==> config.mk <==
export PLATFORM = sky130hd
export DESIGN_NAME = addr_route_unit
export DESIGN_NICKNAME = d
export VERILOG_FILES = /design/src/rtl/addr_route_pkg.sv /design/src/rtl/addr_route_region.sv /design/src/rtl/addr_route_lane.sv /design/src/rtl/addr_route_unit.sv
export SDC_FILE = /design/constraint.sdc
export NUM_CORES = 1
export LEC_CHECK = 0
export ABC_AREA = 1
export BUFFER_PORTS_ARGS = -buffer_cell sky130_fd_sc_hd__clkbuf_2
export CORE_UTILIZATION = 48
export DETAILED_ROUTE_END_ITERATION = 7
export MAX_ROUTING_LAYER = met4
export PLACE_DENSITY_LB_ADDON = 0.1
export SYNTH_ARGS = -nofsm -noshare
export SYNTH_HDL_FRONTEND = slang
export SYNTH_SLANG_ARGS = --single-unit
==> constraint.sdc <==
create_clock -name clk -period 1.7 [get_ports clk]
set_clock_uncertainty 0.15 [all_clocks]
set_input_delay 0.17 -clock clk [delete_from_list [all_inputs] [get_ports clk]]
set_output_delay 0.17 -clock clk [all_outputs]
set_load 0.05 [all_outputs]
==> src/rtl/addr_route_pkg.sv <==
package addr_route_pkg;

    // request size encoding; code 3 is handled like a word
    typedef enum logic [1:0] {
        SZ_BYTE = 2'd0,
        SZ_WORD = 2'd1,
        SZ_LONG = 2'd2,
        SZ_RSVD = 2'd3
    } xfer_size_e;

    typedef enum logic [1:0] {
        PH_IDLE   = 2'd0,
        PH_FIRST  = 2'd1,
        PH_SECOND = 2'd2
    } phase_e;

    typedef enum logic [1:0] {
        RG_LOW_ROM  = 2'd0,
        RG_RAM      = 2'd1,
        RG_HIGH_ROM = 2'd2,
        RG_DEVICE   = 2'd3
    } region_e;

endpackage

==> src/rtl/addr_route_region.sv <==
module addr_route_region
    import addr_route_pkg::*;
#(
    parameter int unsigned ADDR_W      = 24,
    parameter int unsigned RAM_BYTES   = 4096,
    parameter int unsigned ALIAS_BYTES = 8,
    parameter int unsigned HIROM_BASE  = 32'h007E_0000,
    parameter int unsigned DEV_BASE    = 32'h0080_0000
) (
    input  logic [ADDR_W-1:0] beat_addr,
    input  logic              beat_write,
    input  logic              beat_active,
    output region_e           region,
    output logic [ADDR_W-1:0] offset,
    output logic              rom_sel,
    output logic              ram_sel,
    output logic              dev_sel,
    output logic              fill
);

    localparam logic [ADDR_W:0] ALIAS_END = (ADDR_W+1)'(ALIAS_BYTES);
    localparam logic [ADDR_W:0] HI_START  = (ADDR_W+1)'(HIROM_BASE);
    localparam logic [ADDR_W:0] DEV_START = (ADDR_W+1)'(DEV_BASE);
    localparam logic [ADDR_W:0] RAM_END   = (ADDR_W+1)'(RAM_BYTES);

    logic [ADDR_W:0] ext_addr;
    logic            ram_fit;

    assign ext_addr = {1'b0, beat_addr};
    assign ram_fit  = (ext_addr < RAM_END);

    always_comb begin
        if (ext_addr < ALIAS_END) begin
            region = RG_LOW_ROM;
        end else if (ext_addr < HI_START) begin
            region = RG_RAM;
        end else if (ext_addr < DEV_START) begin
            region = RG_HIGH_ROM;
        end else begin
            region = RG_DEVICE;
        end
    end

    always_comb begin
        if (region == RG_HIGH_ROM) begin
            offset = beat_addr - HI_START[ADDR_W-1:0];
        end else begin
            offset = beat_addr;
        end
    end

    // ROM is only ever read; writes to either ROM window are dropped
    assign rom_sel = beat_active && !beat_write &&
                     (region == RG_LOW_ROM || region == RG_HIGH_ROM);
    assign ram_sel = beat_active && (region == RG_RAM) && ram_fit;
    assign dev_sel = beat_active && (region == RG_DEVICE);
    assign fill    = (region == RG_RAM) && !ram_fit;

endmodule

==> src/rtl/addr_route_lane.sv <==
module addr_route_lane
    import addr_route_pkg::*;
(
    input  region_e     region,
    input  logic        fill,
    input  logic        lane_lo,
    input  logic [15:0] rom_rdata,
    input  logic [15:0] ram_rdata,
    input  logic [15:0] dev_rdata,
    output logic [15:0] beat_word,
    output logic [7:0]  beat_byte
);

    always_comb begin
        case (region)
            RG_LOW_ROM, RG_HIGH_ROM: beat_word = rom_rdata;
            RG_RAM:                  beat_word = fill ? 16'hFFFF : ram_rdata;
            default:                 beat_word = dev_rdata;
        endcase
    end

    // big-endian lanes: even byte in the upper half
    assign beat_byte = lane_lo ? beat_word[7:0] : beat_word[15:8];

endmodule

==> src/rtl/addr_route_unit.sv <==
module addr_route_unit
    import addr_route_pkg::*;
#(
    parameter int unsigned ADDR_W      = 24,
    parameter int unsigned RAM_BYTES   = 4096,
    parameter int unsigned ALIAS_BYTES = 8,
    parameter int unsigned HIROM_BASE  = 32'h007E_0000,
    parameter int unsigned DEV_BASE    = 32'h0080_0000
) (
    input  logic              clk,
    input  logic              rst_n,
    input  logic              req_valid,
    input  logic [ADDR_W-1:0] req_addr,
    input  logic [1:0]        req_size,
    input  logic              req_write,
    input  logic [31:0]       req_wdata,
    output logic              rom_sel,
    output logic              ram_sel,
    output logic              dev_sel,
    output logic              tgt_we,
    output logic              tgt_byte,
    output logic [ADDR_W-1:0] tgt_off,
    output logic [15:0]       tgt_wdata,
    input  logic [15:0]       rom_rdata,
    input  logic [15:0]       ram_rdata,
    input  logic [15:0]       dev_rdata,
    output logic              rsp_done,
    output logic              rsp_err,
    output logic [31:0]       rsp_rdata,
    output logic              busy
);

    localparam logic [ADDR_W-1:0] BEAT_STEP = ADDR_W'(2);
    localparam logic [ADDR_W:0]   RAM_END   = (ADDR_W+1)'(RAM_BYTES);

    typedef struct packed {
        phase_e            phase;
        logic [ADDR_W-1:0] addr;
        logic              wr;
        xfer_size_e        sz;
        logic [31:0]       wdata;
        logic [15:0]       upper;
        logic [31:0]       rdata;
        logic              done;
        logic              err;
    } state_t;

    state_t st_d, st_q;

    region_e     beat_region;
    logic        beat_fill;
    logic [15:0] beat_word;
    logic [7:0]  beat_byte;
    logic        beat_active;
    logic        is_long;
    logic        is_byte;
    logic        misalign;
    logic        write_last;

    assign beat_active = (st_q.phase != PH_IDLE);
    assign is_long     = (st_q.sz == SZ_LONG);
    assign is_byte     = (st_q.sz == SZ_BYTE);
    assign misalign    = req_addr[0] && (xfer_size_e'(req_size) != SZ_BYTE);

    addr_route_region #(
        .ADDR_W      (ADDR_W),
        .RAM_BYTES   (RAM_BYTES),
        .ALIAS_BYTES (ALIAS_BYTES),
        .HIROM_BASE  (HIROM_BASE),
        .DEV_BASE    (DEV_BASE)
    ) u_region (
        .beat_addr   (st_q.addr),
        .beat_write  (st_q.wr),
        .beat_active (beat_active),
        .region      (beat_region),
        .offset      (tgt_off),
        .rom_sel     (rom_sel),
        .ram_sel     (ram_sel),
        .dev_sel     (dev_sel),
        .fill        (beat_fill)
    );

    addr_route_lane u_lane (
        .region    (beat_region),
        .fill      (beat_fill),
        .lane_lo   (st_q.addr[0]),
        .rom_rdata (rom_rdata),
        .ram_rdata (ram_rdata),
        .dev_rdata (dev_rdata),
        .beat_word (beat_word),
        .beat_byte (beat_byte)
    );

    // next-state computation
    always_comb begin
        st_d      = st_q;
        st_d.done = 1'b0;
        st_d.err  = 1'b0;
        case (st_q.phase)
            PH_IDLE: begin
                if (req_valid) begin
                    if (misalign) begin
                        st_d.done  = 1'b1;
                        st_d.err   = 1'b1;
                        st_d.rdata = '0;
                    end else begin
                        st_d.phase = PH_FIRST;
                        st_d.addr  = req_addr;
                        st_d.wr    = req_write;
                        st_d.sz    = xfer_size_e'(req_size);
                        st_d.wdata = req_wdata;
                    end
                end
            end
            PH_FIRST: begin
                if (is_long) begin
                    st_d.upper = beat_word;
                    st_d.addr  = st_q.addr + BEAT_STEP;
                    st_d.phase = PH_SECOND;
                end else begin
                    st_d.phase = PH_IDLE;
                    if (!st_q.wr) begin
                        st_d.done  = 1'b1;
                        st_d.rdata = is_byte ? {24'h0, beat_byte} : {16'h0, beat_word};
                    end
                end
            end
            PH_SECOND: begin
                st_d.phase = PH_IDLE;
                if (!st_q.wr) begin
                    st_d.done  = 1'b1;
                    st_d.rdata = {st_q.upper, beat_word};
                end
            end
            default: st_d.phase = PH_IDLE;
        endcase
    end

    always_ff @(posedge clk or negedge rst_n) begin
        if (!rst_n) begin
            st_q <= '0;
        end else begin
            st_q <= st_d;
        end
    end

    // beat data and response outputs
    always_comb begin
        if (is_byte) begin
            tgt_wdata = {st_q.wdata[7:0], st_q.wdata[7:0]};
        end else if (is_long && st_q.phase == PH_FIRST) begin
            tgt_wdata = st_q.wdata[31:16];
        end else begin
            tgt_wdata = st_q.wdata[15:0];
        end
    end

    assign write_last = st_q.wr &&
                        ((st_q.phase == PH_FIRST && !is_long) || st_q.phase == PH_SECOND);
    assign tgt_we     = beat_active && st_q.wr;
    assign tgt_byte   = beat_active && is_byte;
    assign rsp_done   = st_q.done || write_last;
    assign rsp_err    = st_q.err;
    assign rsp_rdata  = st_q.rdata;
    assign busy       = beat_active;

    // checks on the beat outputs
    p_single_target_r4: assert property (@(posedge clk) disable iff (!rst_n)
        $onehot0({rom_sel, ram_sel, dev_sel}));

    p_rom_read_only_r5: assert property (@(posedge clk) disable iff (!rst_n)
        rom_sel |-> !tgt_we);

    p_ram_in_bounds_r6: assert property (@(posedge clk) disable iff (!rst_n)
        ram_sel |-> ({1'b0, tgt_off} < RAM_END));

    p_second_beat_r8: assert property (@(posedge clk) disable iff (!rst_n)
        (st_q.phase == PH_FIRST && is_long) |=>
            (busy && st_q.addr == $past(st_q.addr) + BEAT_STEP));

    p_error_quiet_r9: assert property (@(posedge clk) disable iff (!rst_n)
        rsp_err |-> (rsp_done && !busy && !rom_sel && !ram_sel && !dev_sel));

    p_ignore_when_busy_r11: assert property (@(posedge clk) disable iff (!rst_n)
        (busy && req_valid && st_q.phase == PH_SECOND) |=> !busy);

endmodule

==> impl_metrics.toml, run 1 <==
[timing]
hold_viol_final = 0
fmaxAchievable_mhz = 427.5
setup_viol = 138
final.setup.tns_ps = -58350
post-route-period-util = 1.376
rsz0062_at_grt = "yes"
slew_violations = 0
period_needed_ps = 2339
worst_slew_margin_rel = 0.6724
tightest_slew_ps = 490.9
post-route-worst-setup-slack_ps = -639.1

[cells_and_area]
num-fill-cells = 523
layout_commonest_cell = "clkbuf_2"
multi_input_area_mm2 = 0.004290
area_growth_pct = 80.27
layout-drive-gt1-share = 0.5676
layout.nets = 1296
stdcell_count = 1361
regArea_mm2 = 0.002779
final_cell_mix = "clkbuf_2 (158), dfrtp_1 (110), nand2_1 (108)"

[worst_hold_path]
hold_class = "in -> reg"
hold_path_depth = 5
worst_hold_path.endpoint = "st_q[36]"
hp-start = "rom_rdata[2]"

[critical_path]
r2r-start = "st_q[102]"
r2r_setup_slack_ps = -640
reg2reg_to = "rsp_rdata[4]"
worstPathArrival_ps = 2450
worstSetupPathType = "reg -> reg"
cp-end-kind = "flop"
reg2reg_depth = 13
cp_max_fo = 8
start_kind = "flop"
crit_required_ps = 1810

[route]
top_layer = "met4"
wl_per_cell_um = 22.80
first_pass_iters = 5
drt_iter0_markers = 763
num_vias = 7955
drc_errors = 0
wl_mm = 31.04
avgViaCountPerCell = 5.845
wl_met2_mm = 15.24
route.met3.wl_mm = 2.635
met1Wirelength_mm = 10.64
ant_nets = 0

[placed_design]
gp_congestion = 0.8894
dp_slack_ps = -292.1
port_buffers = 189
dp_hpwl_mm = 13.29
placed_cells = 1213

[global_route]
grt_pass1_vias = 7274
antenna_found_initial = 1
grt_pass1_wl_mm = 37.50
grt_start_max_net_pins = 37
grt_overflow = 0
grt_usage = 0.3514

[logic_synthesis]
ys_warn_count = 0
netlist.area_leader.share = 0.4211
synthArstFlopShare = 1.000
ys_types = 38
synth_nets = 952
ys_seq_area_frac = 0.4211
synth-seq-cells = 111
syn_avg_cell_area_um2 = 7.900
synth_edf_count = 0
postSynthCellCount = 835
yosys-top-cells-area = "dfrtp_1 (42%), nand2_1 (10%), buf_4 (6.1%), mux2_2 (5.5%), inv_1 (5.1%)"
syn_area_mm2 = 0.006596
ys.flop_type = "dfrtp_1"
yosys.area.top_type = "dfrtp_1"

[clock_tree]
cts-root-buf = "clkbuf_16"
clockBufferDepth = 2
cts.clk_slew.worst_paths_ps = 80
numCtsBuffers = 9
cts_sinks = 111
cts_tree = "yes"
insertion_delay_ps = 370
htreeDepth = 3

[die]
placement_rows = 42
dieWidth_um = 119.2
die_y_um = 119.2
core_mm2 = 0.01335
ios = 190
die-area_mm2 = 0.01421
start_util = 0.4942

[outcome]
violations = "setup timing"
status = "complete, but fails checks"

[power]
leakage_nw = 5.801
p_per_area_mw_per_mm2 = 2181
vdd_drop_max_mv = 1.907
fin_total_pwr_mw = 25.93

[flow_run]
maxCapViolations = 0
[cells in the mapped netlist, types with 2 or more instances]
library cell and number:
clkbuf_1 8, nor2_2 4, nor3_2 3, nor3_1 3
nand2_4 2, nand3_1 33, nand4_1 20, ha_1 7
o21ai_0 23, xor2_1 5, or2_2 14, inv_2 13
nor2_4 3, a22oi_1 12, nand2_1 179, nor2_1 86
buf_6 2, a31oi_1 9, buf_2 16, buf_4 54
inv_1 89, buf_1 2, a21oi_1 39, nand2_2 6
a21boi_1 2, o21ai_1 34, nand3_2 12, mux2_2 32
a2bb2oi_1 4, dfrtp_1 111
[layer usage]
layer  track usage  vias up
met5             -        -
met4        0.1630        0
met3       0.04646      235
met2        0.5970      591
met1        0.4131     3791
li1              -     3338
[kinds of logic after synthesis]
| logic type | synth area share |
|---|---|
| flops | 0.4211 |
| buf+inv | 0.1413 |
| simple gates | 0.2555 |
| mux | 0.05463 |
| compound gates | 0.1075 |
| fa+ha+maj | 0.01328 |
| xor+xnor | 0.006639 |
[worst max-delay path, cell delays in order, from the launching register on]
cell	delay, ps
dfrtp_1	450
nor2_1	210
nand2_1	150
nor2_2	140
nand3_2	140
nand2_8	110
buf_6	110
buf_6	130
buf_12	140
nand2_2	70
nand3_4	140
nand2_1	120
nand3_2	110
nand2_1	60
[cell type report]
type,instances,area share
well taps,176,0.01852
diodes,1,0.0002104
clock inverters,5,0.007260
clock buffers,11,0.02125
repair buffers,414,0.3223
inverters,103,0.03598
flip-flops and latches,111,0.2337
multi-input cells,540,0.3608
[power by group]
group          internal [mW]  switching, mW  total, mW
Clock                   1.39           1.07       2.45
Sequential              3.83           1.10       4.93
Combinational           7.88           10.7       18.6
[worst max path at each step]
stage	from	endpoint	slack (ps)	depth (start not counted)
detailed placement	st_q[110]	rsp_rdata[21]	-290	10
global route	st_q[106]	rsp_rdata[4]	-790	13
finish	st_q[102]	rsp_rdata[4]	-640	13
global placement	st_q[110]	st_q[108]	-210	9
CTS	st_q[110]	tgt_wdata[14]	-500	9
floorplan	st_q[110]	rsp_rdata[3]	-230	12
[metrics by stage]
stage          hold slack, ps  instance area (um2)  utilization
2_1_floorplan          -275.6                 6997            -
3_3_place_gp            5.931                 8620       0.6458
3_5_place_dp            3.633                 8620       0.6458
4_1_cts                 11.30                10980       0.8227
5_1_grt                 36.15                11890       0.8909
6_report                13.55                11890       0.8909
[timing repair]
| action | 4_1_cts | 5_1_grt |
|---|---|---|
| gates resized for setup | 200 | 207 |
| pin swaps | 51 | 62 |
| hold buffers | 61 | 0 |
| buffers inserted | 37 | 26 |
| endpoints found under the setup margin | 133 | 137 |
| cloned | 14 | 5 |
| hold endpoints to repair | 135 | 0 |
[registers in the layout (all words and copies together), names as in the netlist]
| signal | flops |
|---|---|
| rsp_err | 1 |
| rsp_rdata | 32 |
| st_q | 78 |
(Power assumes the default switching activity.)
==> inputs of run 2 (changes only) <==
Settings changed: ABC_AREA 1 to unset, CORE_UTILIZATION 48 to 47.
==> impl_metrics.toml, run 2 <==
[cells_and_area]
largest_reg_flops = 78
n_antenna_cell = 0
layout-drive-gt1-share = 0.5868
layout_commonest_cell = "clkbuf_2"
fin_util = 0.8365
final_cell_mix = "clkbuf_2 (158), dfrtp_1 (111), buf_4 (107)"
top_register = "st_q"
layout.nets = 1039
fin_area_mm2 = 0.01051
stdcell_count = 1099
area_growth_pct = 73.97

[timing]
rsz0062_at_grt = "yes"
slew_violations = 0
setup_viol = 139
post-route-period-util = 1.503
tightest_slew_ps = 632.6
holdWs_ps = 23.23
worst_slew_margin_rel = 0.5738
hold_viol_final = 0
final.setup.tns_ps = -55050
fmaxAchievable_mhz = 391.4
post-route-worst-setup-slack_ps = -854.8
period_needed_ps = 2555

[logic_synthesis]
synth_nets = 704
synth_edf_count = 0
yosys.area.top_type = "dfrtp_1"
syn_area_mm2 = 0.006043
netlist.area_leader.share = 0.4596
synthArstFlopShare = 1.000
postSynthCellCount = 587
ys_types = 56
syn_avg_cell_area_um2 = 10.30
synth-seq-cells = 111
yosys-top-cells-area = "dfrtp_1 (46%), mux2_2 (8.2%), buf_4 (6.1%), nand2_1 (3.3%), mux2i_1 (2.8%)"
ys_seq_area_frac = 0.4596
yosysMostFrequentCell = "dfrtp_1"
post_synth_most_frequent_cells = "dfrtp_1 (111), nand2_1 (53), buf_4 (49), mux2_2 (44), a21oi_1 (25)"
ys_warn_count = 0
ys.flop_type = "dfrtp_1"

[outcome]
status = "complete, but fails checks"
violations = "setup timing"

[global_route]
grt_pass1_wl_mm = 32.66
grt_pass1_vias = 6274
grt_overflow = 0
antenna_found_initial = 0
grt_usage = 0.3360
grt_start_max_net_pins = 49

[clock_tree]
clockBufferDepth = 2
cts.clk_slew.worst_paths_ps = 70
htreeDepth = 3
cts_sinks = 111
numCtsBuffers = 9
insertion_delay_ps = 360
cts-root-buf = "clkbuf_16"
cts_tree = "yes"

[die]
die_y_um = 115.4
die-area_mm2 = 0.01332
start_util = 0.4808
core_mm2 = 0.01257
placement_rows = 41
dieWidth_um = 115.4
ios = 190

[route]
num_vias = 6439
ant_nets = 0
avgViaCountPerCell = 5.859
first_pass_iters = 6
wl_per_cell_um = 21.56
drc_errors = 0
drt_iter0_markers = 604
wl_mm = 23.69

[placed_design]
placed_cell_area_mm2 = 0.008162
dp_slack_ps = -544.0
dp_hpwl_mm = 13.67
gp_congestion = 0.9570
port_buffers = 189
placed_cells = 992

[critical_path]
cp_max_fo = 2
reg2reg_depth = 8
crit_required_ps = 1380
start_kind = "flop"
worstSetupPathType = "reg -> out"
worstPathArrival_ps = 2230
cp-end-kind = "output port"

[worst_hold_path]
hold_class = "in -> reg"
hold_path_depth = 3

[power]
p_per_area_mw_per_mm2 = 2209
fin_total_pwr_mw = 23.22
leakage_nw = 4.842
vdd_drop_max_mv = 1.799

[flow_run]
maxCapViolations = 0
-- run 2: cell count changes after synthesis, sizes merged, moves of 17 or more --
| cell | before | now |
|---|---|---|
| nand2b | 0 | 18 |
| mux2i | 0 | 17 |
| nand2 | 187 | 53 |
| inv | 102 | 9 |
| clkbuf | 8 | 25 |
| nor2 | 93 | 19 |
| o221ai | 0 | 26 |
| nand3 | 45 | 18 |
-- run 2: final cells by class --
cell class,count,area [um2]
well taps,172,215.2
clock inverters,5,78.83
repair buffers,409,3492
inverters,9,47.55
fillers,626,2054
multi-input cells,382,3660
clock buffers,11,242.7
flip-flops and latches,111,2778
-- run 2: worst paths after layout --
| path | startpoint | end | slack (ps) |
|---|---|---|---|
| max | st_q[91] | rom_sel | -850 |
| min | ram_rdata[1] | st_q[35] | 20 |
| max reg2reg | st_q[91] | rsp_rdata[7] | -820 |
| min reg2reg | rsp_rdata[12] | rsp_rdata[12] | 350 |
| max in group asynchronous | rst_n | st_q[36] | 580 |
| min in group asynchronous | rst_n | st_q[64] | 190 |
-- run 2: worst max-delay path, cell delays in order (launching register included) --
cell and delay, ps:
dfrtp_1 390, or4_4 550, nor4_4 270, buf_4 190, a21oi_4 90, nor3_4 200
buf_8 180
-- run 2: logic make-up after synthesis --
kind of cell,synth area share
multiplexers,0.1101
adder cells (fa/ha/maj),0.01449
buffers and inverters,0.09565
AO/OA/AOI/OAI,0.1781
AND/OR/NAND/NOR,0.1420
flip-flops,0.4596
-- run 2: power by group --
part / total [mW] / switching, mW / leakage (nW) / internal, mW
Sequential: 4.76 / 0.980 / 1.38 / 3.79
Clock: 2.33 / 0.997 / 0.160 / 1.33
Combinational: 16.1 / 8.92 / 3.30 / 7.20
Total: 23.2 / 10.9 / 4.84 / 12.3
-- run 2: routing by layer --
layer | GRT usage | wire length, um | up-vias
met5 | - | 0 | -
met4 | 0.1437 | 1132 | 0
met3 | 0.04323 | 1518 | 103
met2 | 0.5764 | 12070 | 373
met1 | 0.3958 | 8964 | 3178
li1 | - | - | 2785
-- run 2: what timing repair did --
action	CTS	global route
gates resized for setup	169	100
pin swaps	24	39
endpoints found under the hold margin	87	0
hold buffers	53	0
gates cloned	3	3
setup buffers	17	27
endpoints found under the setup margin	137	140
==> inputs of run 3 (changes only) <==
Settings changed: CORE_UTILIZATION 47 to 48, SYNTH_HIERARCHICAL set to 1.
==> impl_metrics.toml, run 3 <==
[route]
drc_errors = 70
avgViaCountPerCell = 7.072
first_pass_iters = 8
num_vias = 9172
drt_iter0_markers = 1496
wl_mm = 40.07
ant_nets = 0
wl_per_cell_um = 30.90

[outcome]
status = "complete, but fails checks"
violations = "DRC, setup timing"

[die]
core_mm2 = 0.01330
placement_rows = 42
ios = 190
dieWidth_um = 119.1
die_y_um = 119.1
die-area_mm2 = 0.01419
start_util = 0.4951

[clock_tree]
numCtsBuffers = 9
cts_tree = "yes"
cts.clk_slew.worst_paths_ps = 90
clockBufferDepth = 2
cts-root-buf = "clkbuf_16"
cts_sinks = 111
htreeDepth = 3
insertion_delay_ps = 400

[timing]
rsz0062_at_grt = "yes"
post-route-worst-setup-slack_ps = -973.1
setup_viol = 143
fmaxAchievable_mhz = 374.1
tightest_slew_ps = 700.0
worst_slew_margin_rel = 0.5316
slew_violations = 0
final.setup.tns_ps = -76050
period_needed_ps = 2673
post-route-period-util = 1.572
hold_viol_final = 0

[global_route]
grt_usage = 0.4415
grtUsageMet2 = 0.7060
top_usage_layer = "met2"
met1_usage = 0.5223
met3_usage = 0.08621
grt_pass1_wl_mm = 46.01
grt_start_max_net_pins = 41
grt_pass1_vias = 8154
grt_overflow = 0
antenna_found_initial = 2

[placed_design]
placed_cells = 1148
gp_congestion = 0.9804
dp_hpwl_mm = 16.17
port_buffers = 189

[logic_synthesis]
syn_area_mm2 = 0.006583
yosys.area.top_type = "dfrtp_1"
post_synth_most_frequent_cells = "nand2_1 (188), dfrtp_1 (111), buf_4 (51), o21ai_0 (37), mux2_2 (36)"
ys_types = 62
netlist.area_leader.share = 0.4220
synth_edf_count = 0
yosys-top-cells-area = "dfrtp_1 (42%), nand2_1 (11%), mux2_2 (6.2%), buf_4 (5.8%), o21ai_0 (2.8%)"
synthArstFlopShare = 1.000
yosysMostFrequentCell = "nand2_1"
ys_warn_count = 6
ys_seq_area_frac = 0.4220
postSynthCellCount = 745
synth_nets = 862
synth-seq-cells = 111
syn_avg_cell_area_um2 = 8.836
ys.flop_type = "dfrtp_1"

[worst_hold_path]
hold_class = "in -> reg"
hold_path_depth = 5

[cells_and_area]
final_cell_mix = "clkbuf_2 (157), buf_4 (115), nand2_1 (112)"
top_register = "st_q"
layout-drive-gt1-share = 0.6080
layout.nets = 1232
fin_util = 0.9411
layout_commonest_cell = "clkbuf_2"
area_growth_pct = 90.08
stdcell_count = 1297
largest_reg_flops = 78

[power]
pwr-share-comb = 0.740
p_sw_frac = 0.5137
leakage_nw = 5.760
seqPwrFrac = 0.182
p_sw_mw = 15.77
p_per_area_mw_per_mm2 = 2453
vdd_drop_max_mv = 1.904
clkPwrFrac = 0.077
internal_power_mw = 14.93

[critical_path]
worstSetupPathType = "reg -> reg"
reg2reg_depth = 9
cp-end-kind = "flop"
r2r_setup_slack_ps = -970
crit_slowest_cell = "dfrtp_2"
cp_max_fo = 8
worstPathArrival_ps = 2810
crit_chain = "nor4_4 > and3_4 > a41oi_4 > inv_2 > buf_4 > nand2_1 > a32oi_1 > a22oi_1 > o31ai_1"
start_kind = "flop"
crit_required_ps = 1830
slowest_delay_ps = 470

[flow_run]
maxCapViolations = 0
## run 3: timing repair
action                                  in CTS  in global routing
endpoints found under the setup margin     139                140
pin swaps                                   64                 82
resized for setup                          234                215
gates cloned                                14                  2
endpoints found under the hold margin      159                  0
setup buffers                               49                 34
hold buffers                                49                  0
## run 3: area by class of cell
cell class                 instances  area [um2]
antenna                            1       2.502
clock buffer                       9       225.2
clock inverter                     7       72.57
fill                             340       783.3
inverter                          22       95.09
multi-input combinational        518        4847
sequential                       111        2791
tap                              176       220.2
timing repair buffer             453        4258
## run 3: metrics by stage
stage	instance area [um2]	total power [mW]	hold WS, ps	setup slack (ps)
floorplan	7300	14.62	-275.6	-482.9
global placement	8967	18.14	-43.31	-584.9
detailed placement	8967	18.47	-43.75	-703.0
CTS	11560	25.74	12.24	-645.4
global route	12510	31.04	55.08	-903.8
finish	12510	30.69	30.35	-973.1
## run 3: worst max-delay path: cells and delay by family, from the launching register on
family	cells	cell delay, ps
buffers and inverters	2	280
AOI/OAI and AO/OA	4	900
and+or+nand+nor	3	760
DFF	1	470
## run 3: layer usage
layer / up-vias / part of all wire
li1: 3337 / -
met1: 4237 / 0.32
met2: 1136 / 0.43
met3: 462 / 0.15
met4: 0 / 0.10
met5: - / 0
## run 3: power groups by stage
stage	clock network [mW]	logic [mW]	registers [mW]
detailed placement	0	13.5	4.96
finish	2.38	22.7	5.60
CTS	2.18	18.5	5.02
global route	2.41	23.0	5.62
floorplan	0	9.78	4.84
global placement	0	13.3	4.88
## run 3: worst paths after layout
path,startpoint,to
setup / recovery,st_q[107],rsp_rdata[7]
hold / removal,rom_rdata[9],st_q[43]
setup reg to reg,st_q[107],rsp_rdata[7]
hold reg to reg,rsp_rdata[1],rsp_rdata[1]
max in group asynchronous,rst_n,st_q[105]
min in group asynchronous,rst_n,st_q[89]
## run 3: cells by family after synthesis
group / synth area share
buffers and inverters: 0.09998
DFF: 0.4220
AOI/OAI and AO/OA: 0.1677
and+or+nand+nor: 0.2294
muxes: 0.06767
adders and majority gates: 0.01330
